<file path="src/rtl/boot_hold_seq.sv">
module boot_hold_seq #(
  parameter int PWRT_TICKS  = 66,
  parameter int OST_EDGES   = 1024,
  parameter int PLL_TICKS   = 2,
  parameter int READY_TICKS = 1
) (
  input  logic       clk,
  input  logic       por,
  input  logic       pwrt_off,
  input  logic [2:0] osc_mode,
  input  logic       ref_tick,
  input  logic       osc_in,
  output logic       rst_hold,
  output logic       osc_stable,
  output logic       exec_go
);

  localparam int MAXT = (PWRT_TICKS > PLL_TICKS) ? PWRT_TICKS : PLL_TICKS;
  localparam int TW   = $clog2(MAXT + 1);
  localparam int OW   = $clog2(OST_EDGES + 1);
  localparam int RW   = $clog2(READY_TICKS + 1);
  localparam logic [TW-1:0] PWRT_LAST = TW'(PWRT_TICKS - 1);
  localparam logic [TW-1:0] PLL_LAST  = TW'(PLL_TICKS - 1);
  localparam logic [OW-1:0] OST_TOP   = OW'(OST_EDGES);
  localparam logic [RW-1:0] RDY_TOP   = RW'(READY_TICKS);

  typedef enum logic [1:0] {ST_PWRT, ST_OST, ST_PLL, ST_DONE} stage_t;

  stage_t          stage;
  logic [TW-1:0]   tcnt;
  logic [OW-1:0]   ecnt;
  logic [RW-1:0]   rcnt;
  logic [2:0]      osc_sync;
  logic            osc_rise;
  logic            need_ost;
  logic            need_pll;
  logic            ost_full;
  logic            rdy_done;
  stage_t          after_pwrt;
  stage_t          after_ost;

  assign need_ost   = ~osc_mode[2];
  assign need_pll   = (osc_mode == 3'd3);
  assign osc_rise   = osc_sync[1] & ~osc_sync[2];
  assign ost_full   = (ecnt == OST_TOP);
  assign rdy_done   = (rcnt == RDY_TOP);
  assign after_pwrt = need_ost ? ST_OST : ST_DONE;
  assign after_ost  = need_pll ? ST_PLL : ST_DONE;

  always_ff @(posedge clk or posedge por) begin
    if (por) osc_sync <= '0;
    else     osc_sync <= {osc_sync[1:0], osc_in};
  end

  always_ff @(posedge clk or posedge por) begin
    if (por) begin
      stage <= ST_PWRT;
      tcnt  <= '0;
      ecnt  <= '0;
    end else begin
      case (stage)
        ST_PWRT: begin
          if (pwrt_off) begin
            stage <= after_pwrt;
            tcnt  <= '0;
          end else if (ref_tick) begin
            if (tcnt == PWRT_LAST) begin
              stage <= after_pwrt;
              tcnt  <= '0;
            end else begin
              tcnt <= tcnt + 1'b1;
            end
          end
        end
        ST_OST: begin
          if (ost_full) stage <= after_ost;
          else if (osc_rise) ecnt <= ecnt + 1'b1;
        end
        ST_PLL: begin
          if (ref_tick) begin
            if (tcnt == PLL_LAST) begin
              stage <= ST_DONE;
              tcnt  <= '0;
            end else begin
              tcnt <= tcnt + 1'b1;
            end
          end
        end
        default: stage <= ST_DONE;
      endcase
    end
  end

  always_ff @(posedge clk or posedge por) begin
    if (por)                       rcnt <= '0;
    else if (ref_tick && !rdy_done) rcnt <= rcnt + 1'b1;
  end

  assign osc_stable = (stage == ST_DONE);
  assign exec_go    = osc_stable & rdy_done;
  assign rst_hold   = ~exec_go;

endmodule

</file>
<file path="config.mk">
export PLATFORM = sky130hd
export DESIGN_NAME = boot_hold_seq
export DESIGN_NICKNAME = d
export VERILOG_FILES = /design/src/rtl/boot_hold_seq.sv
export SDC_FILE = /design/constraint.sdc
export NUM_CORES = 1
export LEC_CHECK = 0
export BUFFER_PORTS_ARGS = -buffer_cell sky130_fd_sc_hd__buf_2
export CELL_PAD_IN_SITES_DETAIL_PLACEMENT = 1
export CELL_PAD_IN_SITES_GLOBAL_PLACEMENT = 2
export CORE_MARGIN = 2
export CORE_UTILIZATION = 37
export DETAILED_ROUTE_END_ITERATION = 10
export PLACE_DENSITY_LB_ADDON = 0.12
export SYNTH_ARGS = -nofsm -noshare
export SYNTH_HDL_FRONTEND = slang
export SYNTH_SLANG_ARGS = --single-unit
</file>
<file path="constraint.sdc">
create_clock -name clk -period 2.6 [get_ports clk]
set_clock_uncertainty 0.2 [all_clocks]
set_input_delay 0.13 -clock clk [delete_from_list [all_inputs] [get_ports clk]]
set_output_delay 0.13 -clock clk [all_outputs]
set_load 0.05 [all_outputs]
</file>
==> run_results.csv <==
group,metric,value,unit
outcome,status,"finished clean",
setup_path,required,2.61,ns
logic_synthesis,async_flop_share,100,%
sta,tightest_slew,0.927,ns
setup_path,critPathMaxFanout,4,
logic_synthesis,netlist_area,0.00123,sq mm
global_route,grt_pass1_wl,4420,um
routing,drt_wl_total,2510,um
layout,final_area,0.00143,sq mm
job,maxCapViolCount,0,
logic_synthesis,avgSynthCellArea,10.3,sq um
clock_tree,htreeDepth,1,
placement,dp_slack,0.380,ns
layout,nNetsFinal,152,
routing,num_vias,943,
logic_synthesis,synth-edff-count,0,
floorplanning,dieHeight,61.6,um
sta,period_share,85.8,%
sta,finalSetupViolCount,0,
floorplanning,die_w,61.6,um
sta,slew_violations,0,
clock_tree,cts_sinks,24,
routing,drtIter0Drc,45,
sta,layout_setup_ws,0.368,ns
layout,layout-drive-gt1-share,15.8,%
pwr,max-vdd-ir-drop,0.279,mV
sta,achievable-frequency,448,MHz
sta,slew_headroom,38.1,%
setup_path,startpoint_type,"flop",
routing,highest_layer,"met4",
global_route,grt_pass1_vias,966,
logic_synthesis,synth.distinct_cells,34,
placement,place.gp.congestion,0.826,
clock_tree,cts_root_buffer,"clkbuf_4",
setup_path,reg2reg_slack,0.37,ns
sta,rsz0062_at_grt,"false",
placement,dp_cells,174,
setup_path,path_class,"flop to flop",
logic_synthesis,ys_warn_count,0,
global_route,grt.overflow.total,0,
floorplanning,io_pins,11,
logic_synthesis,seq_area_frac_synth,48.9,%
setup_path,worstReg2RegStart,"tcnt[1]$_DFFE_PP0P_",
floorplanning,num_rows,20,
sta,finalSetupTns,0,ns
floorplanning,dieArea,0.00380,sq mm
layout,area_growth,16.4,%
clock_tree,post-cts-setup-buffers,0,
setup_path,cp-end-kind,"flop",
pwr,p_leak,0.632,nW
clock_tree,clkTransAtPathRegs,0.14,ns
clock_tree,insertion_delay,0.31,ns
clock_tree,cts_tree,"done",
logic_synthesis,ys_seq_elements,24,
clock_tree,cts.repair.resized,0,
routing,via_per_inst,5.15,
layout,antenna_cells,0,
clock_tree,cts.path.max_buffers,2,
placement,placed_cell_area,0.00134,sq mm
placement,hpwlAfterDp,1860,um
setup_path,cp-startpoint,"tcnt[1]$_DFFE_PP0P_",
routing,wl_met3,68,um
routing,m1WireLength,1330,um
global_route,antenna_found_initial,0,
sta,final-hold-violation-count,0,
routing,ant_nets,0,
sta,fin_crit,2.23,ns
logic_synthesis,syn_inst,119,
layout,instances_no_fill,183,
clock_tree,numCtsBuffers,3,
routing,drcViolationCount,0,
routing,dr.pass1.iters,4,
routing,wl_met2,1090,um
floorplanning,core_area,0.00310,sq mm
logic_synthesis,synth_nets,131,
logic_synthesis,synth_top_flop_cell,"dfrtp_1",
min_path,min_from,"pwrt_off",
floorplanning,start_util,39.6,%
global_route,grtUsageTotal,15.6,%
pwr,total_power,1.13,mW
pwr,pwr_density_cell,792,mW/mm^2
min_path,hold_class,"input port to flop",
setup_path,cp.arrival,2.24,ns
routing,wire_per_inst,13.7,um
global_route,grt_max_degree,25,
placement,portBuffers,10,
## stage by stage
step                hold WS, ns  utilization [%]
floorplan               -0.0554                -
global placement         0.0384             43.3
detailed placement       0.0394             43.3
CTS                      0.0616             46.1
global route             0.0899             46.1
finish                   0.0768             46.1
## state kept, by name (all words and copies together) (netlist names)
register and cells:
osc_sync 3, rcnt 1, stage 2, tcnt 7
ecnt 11
## critical path, cell delays in order (launching register included)
cell and delay, ns:
dfrtp_1 0.44, inv_1 0.07, ha_1 0.13, or4b_4 0.47
or4b_4 0.53, a32oi_1 0.21, o31ai_1 0.09
## final timing paths
kind	end	depth (start not counted)
setup / recovery	tcnt[4]$_DFFE_PP0P_	6
hold / removal	tcnt[3]$_DFFE_PP0P_	4
setup reg to reg	tcnt[4]$_DFFE_PP0P_	6
hold reg to reg	osc_sync[1]$_DFF_PP0_	0
max in group asynchronous	ecnt[1]$_DFFE_PP0P_	3
min in group asynchronous	tcnt[1]$_DFFE_PP0P_	3
## synthesized netlist by cell type, types with 2 or more instances
master | count | area (sq um)
dfrtp_1 | 24 | 601
nand2_1 | 11 | 41.3
nand3_1 | 8 | 40.0
inv_1 | 7 | 26.3
o21ai_0 | 6 | 30.0
xnor2_1 | 6 | 52.6
nor2_1 | 5 | 18.8
xor2_1 | 5 | 43.8
ha_1 | 4 | 50.1
nand2b_1 | 3 | 18.8
nand4_1 | 3 | 18.8
nor2b_1 | 3 | 18.8
a32oi_1 | 2 | 17.5
and2_1 | 2 | 12.5
and3_1 | 2 | 12.5
and4_1 | 2 | 17.5
nor3_1 | 2 | 10.0
nor4_1 | 2 | 12.5
o21ai_1 | 2 | 10.0
o21bai_1 | 2 | 15.0
o31a_1 | 2 | 17.5
o31ai_1 | 2 | 15.0
or2_2 | 2 | 12.5
or4b_4 | 2 | 27.5
## placed cells by master (no fill, tap or decap), drive strengths merged, types with 2 or more instances in the layout
master,netlist,routed
or4b,2,2
dfrtp,24,24
buf,1,12
nand3,8,8
clkbuf,0,4
nor3,2,2
dlygate4sd3,0,5
o21ai,8,8
and4,2,2
nand4,3,3
and3,2,2
nand2,11,11
a32oi,2,2
o31ai,2,2
nor2,5,5
and2,2,2
nor2b,3,3
or2,2,2
nand2b,3,3
o31a,2,2
o21bai,2,2
xnor2,6,6
xor2,5,5
ha,4,4
nor4,2,2
inv,7,7
## where the power goes
| group | internal [mW] | switching (mW) | leakage [nW] |
|---|---|---|---|
| logic | 0.146 | 0.239 | 0.311 |
| clock network | 0.0853 | 0.113 | 0.0210 |
| registers | 0.443 | 0.107 | 0.300 |
## final cells by class
type	instances	area (sq um)
timing repair buffer	17	115
clock buffer	4	36.3
sequential	24	601
fill	379	1670
multi-input combinational	87	597
tap	44	55.1
inverter	7	26.3
## what timing repair did
| action | in CTS | in global routing |
|---|---|---|
| endpoints found under the setup margin | 0 | 0 |
| hold buffers | 5 | 0 |
| hold endpoints to repair | 28 | 0 |
## cell families (layout without fill, tap and decap cells)
group,Yosys count,after routing,synth area share [%]
simple gates,51,51,24.5
flops,24,24,48.9
compound gates,19,19,10.4
xor+xnor,11,11,7.84
buf+inv,8,28,2.55
fa+ha+maj,4,4,4.07
mux,2,2,1.73
## per-layer routing
layer  global-route usage (%)  vias up
met1                     23.1      465
li1                         -      463
met5                        0        -
met3                     2.31        2
met4                     4.26        0
met2                     23.9       13
Note: power is estimated with default switching activity, not from simulation.
